===== src/rtl/sfs_pkg.sv =====
package sfs_pkg;
  // update selected for one clock, in priority order
  typedef enum logic [2:0] {
    OP_HOLD  = 3'd0,
    OP_CLEAR = 3'd1,
    OP_UNDO  = 3'd2,
    OP_GOOD  = 3'd3,
    OP_SHORT = 3'd4
  } sfs_op_e;
endpackage


===== src/rtl/sfs_episode.sv =====
module sfs_episode
  import sfs_pkg::*;
#(
  parameter int STAT_W      = 32,
  parameter int FRAME_BYTES = 32
) (
  input  logic              clk,
  input  logic              rst,
  input  sfs_op_e           op,
  input  logic              kill,
  input  logic [STAT_W-1:0] longest_q,
  output logic [STAT_W-1:0] len_q,
  output logic [STAT_W-1:0] len_nxt,
  output logic              active,
  output logic [STAT_W-1:0] cnt_q,
  output logic [STAT_W-1:0] bak_q
);
  localparam logic [STAT_W-1:0] STEP = STAT_W'(FRAME_BYTES);
  localparam logic [STAT_W-1:0] TOP  = '1;

  logic [STAT_W:0] len_sum;

  always_comb begin
    len_sum = {1'b0, len_q} + {1'b0, STEP};
    len_nxt = len_sum[STAT_W] ? TOP : len_sum[STAT_W-1:0];
  end

  assign active = (len_q != '0);

  always_ff @(posedge clk) begin
    if (rst) begin
      len_q <= '0;
      cnt_q <= '0;
      bak_q <= '0;
    end else begin
      unique case (op)
        OP_CLEAR: begin
          len_q <= '0;
          cnt_q <= '0;
          bak_q <= '0;
        end
        OP_UNDO: begin
          len_q <= '0;
          cnt_q <= cnt_q - STAT_W'(1);
        end
        OP_GOOD: len_q <= '0;
        OP_SHORT: begin
          len_q <= kill ? '0 : len_nxt;
          if (!active) begin
            bak_q <= longest_q;
            if (cnt_q != TOP) cnt_q <= cnt_q + STAT_W'(1);
          end
        end
        default: ;
      endcase
    end
  end
endmodule


===== src/rtl/sfs_peak.sv =====
module sfs_peak
  import sfs_pkg::*;
#(
  parameter int STAT_W = 32
) (
  input  logic              clk,
  input  logic              rst,
  input  sfs_op_e           op,
  input  logic [STAT_W-1:0] len_nxt,
  input  logic [STAT_W-1:0] bak_q,
  output logic [STAT_W-1:0] longest_q
);
  always_ff @(posedge clk) begin
    if (rst) begin
      longest_q <= '0;
    end else begin
      unique case (op)
        OP_CLEAR: longest_q <= '0;
        OP_UNDO:  longest_q <= bak_q;
        OP_SHORT: if (len_nxt >= longest_q) longest_q <= len_nxt;
        default: ;
      endcase
    end
  end
endmodule


===== src/rtl/sfs_timeout.sv =====
module sfs_timeout
  import sfs_pkg::*;
#(
  parameter int STAT_W = 32,
  parameter int MODE_W = 3
) (
  input  logic              clk,
  input  logic              rst,
  input  sfs_op_e           op,
  input  logic [STAT_W-1:0] len_nxt,
  input  logic [STAT_W-1:0] limit,
  input  logic [MODE_W-1:0] mode,
  output logic              fire,
  output logic              abort_q,
  output logic [MODE_W-2:0] err_q
);
  assign fire = (op == OP_SHORT) && (limit != '0) && (len_nxt >= limit);

  always_ff @(posedge clk) begin
    if (rst) begin
      abort_q <= 1'b0;
      err_q   <= '0;
    end else if (op == OP_CLEAR) begin
      abort_q <= 1'b0;
      err_q   <= '0;
    end else begin
      abort_q <= fire;
      if (fire) err_q <= mode[MODE_W-1:1];
    end
  end
endmodule


===== src/rtl/shortfall_stats.sv =====
module shortfall_stats
  import sfs_pkg::*;
#(
  parameter int STAT_W      = 32,
  parameter int MODE_W      = 3,
  parameter int FRAME_BYTES = 32
) (
  input  logic              clk,
  input  logic              rst,
  input  logic              frame_vld,
  input  logic              frame_short,
  input  logic [MODE_W-1:0] mode_in,
  input  logic [STAT_W-1:0] limit_in,
  input  logic              stop_req,
  input  logic              stats_clr,
  output logic [STAT_W-1:0] episode_cnt,
  output logic [STAT_W-1:0] longest_len,
  output logic [MODE_W-2:0] err_code,
  output logic              abort
);
  sfs_op_e           op;
  logic              active;
  logic              fire;
  logic [STAT_W-1:0] len_q;
  logic [STAT_W-1:0] len_nxt;
  logic [STAT_W-1:0] bak_q;

  always_comb begin
    if (stats_clr)                  op = OP_CLEAR;
    else if (stop_req)              op = active ? OP_UNDO : OP_HOLD;
    else if (frame_vld && frame_short) op = OP_SHORT;
    else if (frame_vld)             op = OP_GOOD;
    else                            op = OP_HOLD;
  end

  sfs_episode #(.STAT_W(STAT_W), .FRAME_BYTES(FRAME_BYTES)) u_ep (
    .clk(clk), .rst(rst), .op(op), .kill(fire), .longest_q(longest_len),
    .len_q(len_q), .len_nxt(len_nxt), .active(active),
    .cnt_q(episode_cnt), .bak_q(bak_q)
  );

  sfs_peak #(.STAT_W(STAT_W)) u_pk (
    .clk(clk), .rst(rst), .op(op), .len_nxt(len_nxt), .bak_q(bak_q),
    .longest_q(longest_len)
  );

  sfs_timeout #(.STAT_W(STAT_W), .MODE_W(MODE_W)) u_to (
    .clk(clk), .rst(rst), .op(op), .len_nxt(len_nxt), .limit(limit_in),
    .mode(mode_in), .fire(fire), .abort_q(abort), .err_q(err_code)
  );
endmodule


===== config.mk =====
export PLATFORM = sky130hd
export DESIGN_NAME = shortfall_stats
export DESIGN_NICKNAME = d
export VERILOG_FILES = /design/src/rtl/sfs_pkg.sv /design/src/rtl/sfs_episode.sv /design/src/rtl/sfs_peak.sv /design/src/rtl/sfs_timeout.sv /design/src/rtl/shortfall_stats.sv
export SDC_FILE = /design/constraint.sdc
export NUM_CORES = 1
export LEC_CHECK = 0
export BUFFER_PORTS_ARGS = -buffer_cell sky130_fd_sc_hd__buf_2
export CAP_MARGIN = 20
export CORE_ASPECT_RATIO = 0.7
export CORE_UTILIZATION = 60
export CTS_CLUSTER_DIAMETER = 30
export CTS_CLUSTER_SIZE = 16
export DETAILED_ROUTE_END_ITERATION = 8
export GPL_TIMING_DRIVEN = 0
export PLACE_DENSITY_LB_ADDON = 0.12
export SLEW_MARGIN = 30
export SYNTH_ARGS = -nofsm -noshare
export SYNTH_HDL_FRONTEND = slang
export SYNTH_HIERARCHICAL = 1
export SYNTH_SLANG_ARGS = --single-unit

===== constraint.sdc =====
create_clock -name clk -period 6.9 [get_ports clk]
set_input_delay 1.035 -clock clk [delete_from_list [all_inputs] [get_ports clk]]
set_output_delay 1.035 -clock clk [all_outputs]
set_load 0.02 [all_outputs]

==> flow_results.xml <==
<?xml version="1.0" encoding="UTF-8"?>
<metrics>
  <group name="timing">
    <metric name="max-slew-margin-rel" unit="%">36.8</metric>
    <metric name="rsz_0062_raised_after_global_routing" unit="">no</metric>
    <metric name="setup_viol_count_final" unit="">0</metric>
    <metric name="timing.final.crit_period" unit="ns">5.58</metric>
    <metric name="timing.final.crit_share" unit="%">80.8</metric>
    <metric name="finalHoldViolCount" unit="">0</metric>
    <metric name="slew_at_the_pin_closest_to_its_max_slew_limit" unit="ns">0.942</metric>
    <metric name="max_freq" unit="MHz">179</metric>
    <metric name="fin_skew" unit="ns">0.0124</metric>
    <metric name="finalSetupTns" unit="ns">0</metric>
    <metric name="slew_viol_final" unit="">0</metric>
  </group>
  <group name="yosys">
    <metric name="syn-num-nets" unit="">1269</metric>
    <metric name="synthFlopType" unit="">sky130_fd_sc_hd__dfxtp_1</metric>
    <metric name="synth.yosys.warnings" unit="">6</metric>
    <metric name="synth.lib_cells_used.distinct" unit="">73</metric>
    <metric name="ys_ff_latch" unit="">131</metric>
    <metric name="synth_area_per_cell" unit="µm²">8.21</metric>
    <metric name="syn-cell-area" unit="µm²">9240</metric>
    <metric name="synthesis.instances" unit="">1125</metric>
    <metric name="synth-async-reset-ratio" unit="%">0</metric>
    <metric name="synth_seq_area_share" unit="%">28.4</metric>
    <metric name="synth_edf_count" unit="">0</metric>
  </group>
  <group name="routing">
    <metric name="antenna_left" unit="">0</metric>
    <metric name="final_routed_wirelength" unit="µm">28900</metric>
    <metric name="dr_total_vias" unit="">9435</metric>
    <metric name="viasPerCell" unit="">6.47</metric>
    <metric name="routed_len_inst" unit="µm">19.8</metric>
    <metric name="post-route-drc-count" unit="">0</metric>
    <metric name="first_pass_iters" unit="">8</metric>
    <metric name="drt-initial-drc-count" unit="">1017</metric>
  </group>
  <group name="global_route">
    <metric name="grt_start_max_net_pins" unit="">41</metric>
    <metric name="antenna_found_initial" unit="">1</metric>
    <metric name="grt_first_pass_wirelength" unit="µm">44900</metric>
    <metric name="grt_usage" unit="%">36.7</metric>
    <metric name="grt-ovfl-total" unit="">0</metric>
    <metric name="first_global_vias" unit="">8628</metric>
  </group>
  <group name="critical_path">
    <metric name="worst-path-max-fanout" unit="">40</metric>
    <metric name="startpoint_type" unit="">register</metric>
    <metric name="timing.rr.start" unit="">u_ep/len_q[24]</metric>
    <metric name="rrSetupSlack" unit="ns">1.32</metric>
    <metric name="r2r-end" unit="">u_ep/cnt_q[31]</metric>
    <metric name="number_of_cells_on_the_worst_reg_to_reg_path" unit="">21</metric>
    <metric name="critical_path_arrival" unit="ns">5.90</metric>
    <metric name="worst_endpoint_required_time" unit="ns">7.22</metric>
    <metric name="timing_worst_setup_path_type" unit="">reg -&gt; reg</metric>
    <metric name="worst_setup_path_end_kind" unit="">register</metric>
  </group>
  <group name="placed_design">
    <metric name="buffer_ports.inserted" unit="">106</metric>
    <metric name="place.gp.congestion" unit="">0.970</metric>
    <metric name="total_half_perimeter_wirelength_after_legalization_and_detailed_placement" unit="µm">21200</metric>
    <metric name="place_area" unit="µm²">10000</metric>
  </group>
  <group name="die">
    <metric name="start_util" unit="%">62.2</metric>
    <metric name="die_w" unit="µm">150</metric>
    <metric name="floorplan.die.height" unit="µm">106</metric>
    <metric name="floorplan.core_area" unit="µm²">14900</metric>
    <metric name="core.rowCount" unit="">37</metric>
    <metric name="die_area" unit="µm²">15900</metric>
    <metric name="num_io_pins" unit="">108</metric>
  </group>
  <group name="cts">
    <metric name="post_cts.resized_instances" unit="">0</metric>
    <metric name="clock_tree_from_tritoncts" unit="">done</metric>
    <metric name="clock-root-buffer" unit="">sky130_fd_sc_hd__clkbuf_16</metric>
    <metric name="clock_sink_count" unit="">131</metric>
    <metric name="worstSkewPairLatency" unit="ns">0.43</metric>
    <metric name="cts-hold-fix-buffers" unit="">0</metric>
    <metric name="postCtsSetupRepairBufs" unit="">0</metric>
    <metric name="ctsLongestPathBuffers" unit="">2</metric>
    <metric name="clock_tree.htree_level_count" unit="">4</metric>
    <metric name="cts_made_buffers" unit="">17</metric>
    <metric name="clkSlewWorstSetupHoldPaths" unit="ns">0.06</metric>
  </group>
  <group name="pwr">
    <metric name="power_report.internal_total" unit="W">0.00147</metric>
    <metric name="power" unit="W">0.00213</metric>
    <metric name="clockPowerShare" unit="%">40.4</metric>
    <metric name="total_leakage_power" unit="nW">4.69</metric>
    <metric name="portion_of_total_power_attributed_to_sequential_cells" unit="%">37.6</metric>
    <metric name="worst_ir_drop_vdd" unit="mV">0.133</metric>
    <metric name="power_density" unit="nW/µm²">202</metric>
    <metric name="switching_part_of_the_total" unit="%">31.0</metric>
    <metric name="power_switching" unit="W">0.000662</metric>
    <metric name="combPwrFrac" unit="%">22.0</metric>
  </group>
  <group name="worst_hold_path">
    <metric name="min-delay-path-class" unit="">reg -&gt; reg</metric>
    <metric name="hold_path_end" unit="">u_ep/bak_q[5]</metric>
    <metric name="hold_depth" unit="">2</metric>
    <metric name="min_from" unit="">u_ep/bak_q[5]</metric>
  </group>
  <group name="finish">
    <metric name="area_growth_syn_to_layout" unit="%">14.4</metric>
    <metric name="most-common-layout-cells" unit="">sky130_fd_sc_hd__dfxtp_1, sky130_fd_sc_hd__buf_2, sky130_fd_sc_hd__nand2_1</metric>
    <metric name="commonest_non_fill_non_tap_cell_in_the_layout" unit="">sky130_fd_sc_hd__dfxtp_1</metric>
    <metric name="finish.net_count" unit="">1394</metric>
    <metric name="post-route-cell-area" unit="µm²">10600</metric>
    <metric name="layout-drive-gt1-share" unit="%">15.5</metric>
  </group>
  <group name="flow_run">
    <metric name="drv.max_cap_violation_count" unit="">0</metric>
  </group>
  <group name="run_status">
    <metric name="outcome" unit="">completed</metric>
  </group>
</metrics>
-- per-stage QoR --
stage          util, %  hold WS (ns)  cells  setup slack [ns]
5_1_grt           71.1         0.472   1458             0.989
3_3_place_gp      67.4         0.440   1426             0.632
3_5_place_dp      67.4         0.444   1426              1.04
6_report          71.1         0.454   1458              1.32
2_1_floorplan        -         0.431   1125              1.81
4_1_cts           71.1         0.455   1457              1.47
-- registers in the layout, summed over array words and instances (netlist names) --
| name | cells |
|---|---|
| u_to/err_q | 2 |
| u_to/abort_q | 1 |
| u_pk/longest_q | 32 |
| u_ep/cnt_q | 32 |
| u_ep/len_q | 32 |
| u_ep/bak_q | 32 |
-- per-layer routing --
metal,wire length (µm),GRT usage [%]
met1,13000,52.0
met2,11900,52.3
met3,3330,10.6
met4,680,13.1
met5,0,0
-- critical path, stage by stage (launching register included) --
cell	delay (ns)
sky130_fd_sc_hd__dfxtp_1	0.29
sky130_fd_sc_hd__buf_2	0.16
sky130_fd_sc_hd__nor4_1	0.45
sky130_fd_sc_hd__nand4_1	0.20
sky130_fd_sc_hd__nor2_1	0.34
sky130_fd_sc_hd__inv_1	0.09
sky130_fd_sc_hd__nand3b_1	0.12
sky130_fd_sc_hd__o31ai_2	0.21
sky130_fd_sc_hd__nor2_1	0.20
sky130_fd_sc_hd__and2_1	0.14
sky130_fd_sc_hd__buf_2	0.22
sky130_fd_sc_hd__inv_2	0.35
sky130_fd_sc_hd__ha_1	0.48
sky130_fd_sc_hd__and3_1	0.21
sky130_fd_sc_hd__a221oi_2	0.33
sky130_fd_sc_hd__a21oi_1	0.22
sky130_fd_sc_hd__o211ai_1	0.44
sky130_fd_sc_hd__a31oi_1	0.27
sky130_fd_sc_hd__a41oi_1	0.35
sky130_fd_sc_hd__xnor2_1	0.12
sky130_fd_sc_hd__a21oi_1	0.16
sky130_fd_sc_hd__o22ai_1	0.09
-- kinds of logic after synthesis --
family          Yosys count  share of synthesized area, %
simple gates            371                          20.8
compound gates          333                          25.4
buf+inv                 139                          6.76
flops                   131                          28.4
fa+ha+maj               103                          14.0
xor+xnor                 46                          4.36
mux                       2                         0.217
-- synth_stat cells (all sizes together), types with 3 or more instances --
master / instances / share of area [%]
nand4: 29 / 2.0
nor3b: 6 / 0.66
a21oi: 105 / 5.8
o21bai: 8 / 0.65
clkbuf: 40 / 1.6
nor2b: 6 / 0.41
a31oi: 21 / 1.5
nor4: 20 / 1.5
nor3: 11 / 0.60
or3: 4 / 0.32
a222oi: 32 / 3.5
and4: 4 / 0.38
dfxtp: 131 / 28
nand3: 55 / 3.1
and3: 15 / 1.0
o21a: 7 / 0.57
nand2b: 15 / 1.2
o21ai: 44 / 2.4
a22oi: 26 / 2.1
a41oi: 4 / 0.38
ha: 102 / 14
buf: 26 / 2.2
inv: 73 / 3.0
o211ai: 8 / 0.80
or2: 4 / 0.30
a21o: 13 / 1.1
and2: 3 / 0.20
xnor2: 18 / 1.7
nor2: 78 / 3.2
a22o: 12 / 1.1
a311oi: 31 / 2.9
xor2: 28 / 2.7
nand2: 118 / 5.6
-- worst max-delay path by stage --
stage	from	endpoint	slack, ns	depth (start not counted)
global route	u_ep/len_q[24]	u_ep/cnt_q[27]	0.99	21
floorplan	stop_req	u_ep/cnt_q[29]	1.81	17
finish	u_ep/len_q[24]	u_ep/cnt_q[31]	1.32	21
CTS	u_ep/len_q[24]	u_ep/cnt_q[31]	1.47	21
global placement	stop_req	u_ep/cnt_q[31]	0.63	17
detailed placement	stop_req	u_ep/cnt_q[31]	1.04	17
-- power groups by stage --
stage	clock network, W	registers [W]	logic (W)
global placement	0	0.000817	0.000446
floorplan	0	0.000840	0.000306
detailed placement	0	0.000817	0.000451
CTS	0.000868	0.000801	0.000457
finish	0.000860	0.000802	0.000469
global route	0.000895	0.000804	0.000507
-- cell type report --
| type | instances | area, µm² |
|---|---|---|
| diodes | 1 | 2.50 |
| plain buffers | 66 | 350 |
| clock buffers | 22 | 464 |
| clock inverters | 9 | 81.3 |
| fillers | 1239 | 4290 |
| inverters | 73 | 274 |
| multi-input cells | 855 | 6000 |
| flip-flops and latches | 131 | 2620 |
| well taps | 195 | 244 |
| repair buffers | 106 | 531 |
(Power assumes the default switching activity.)
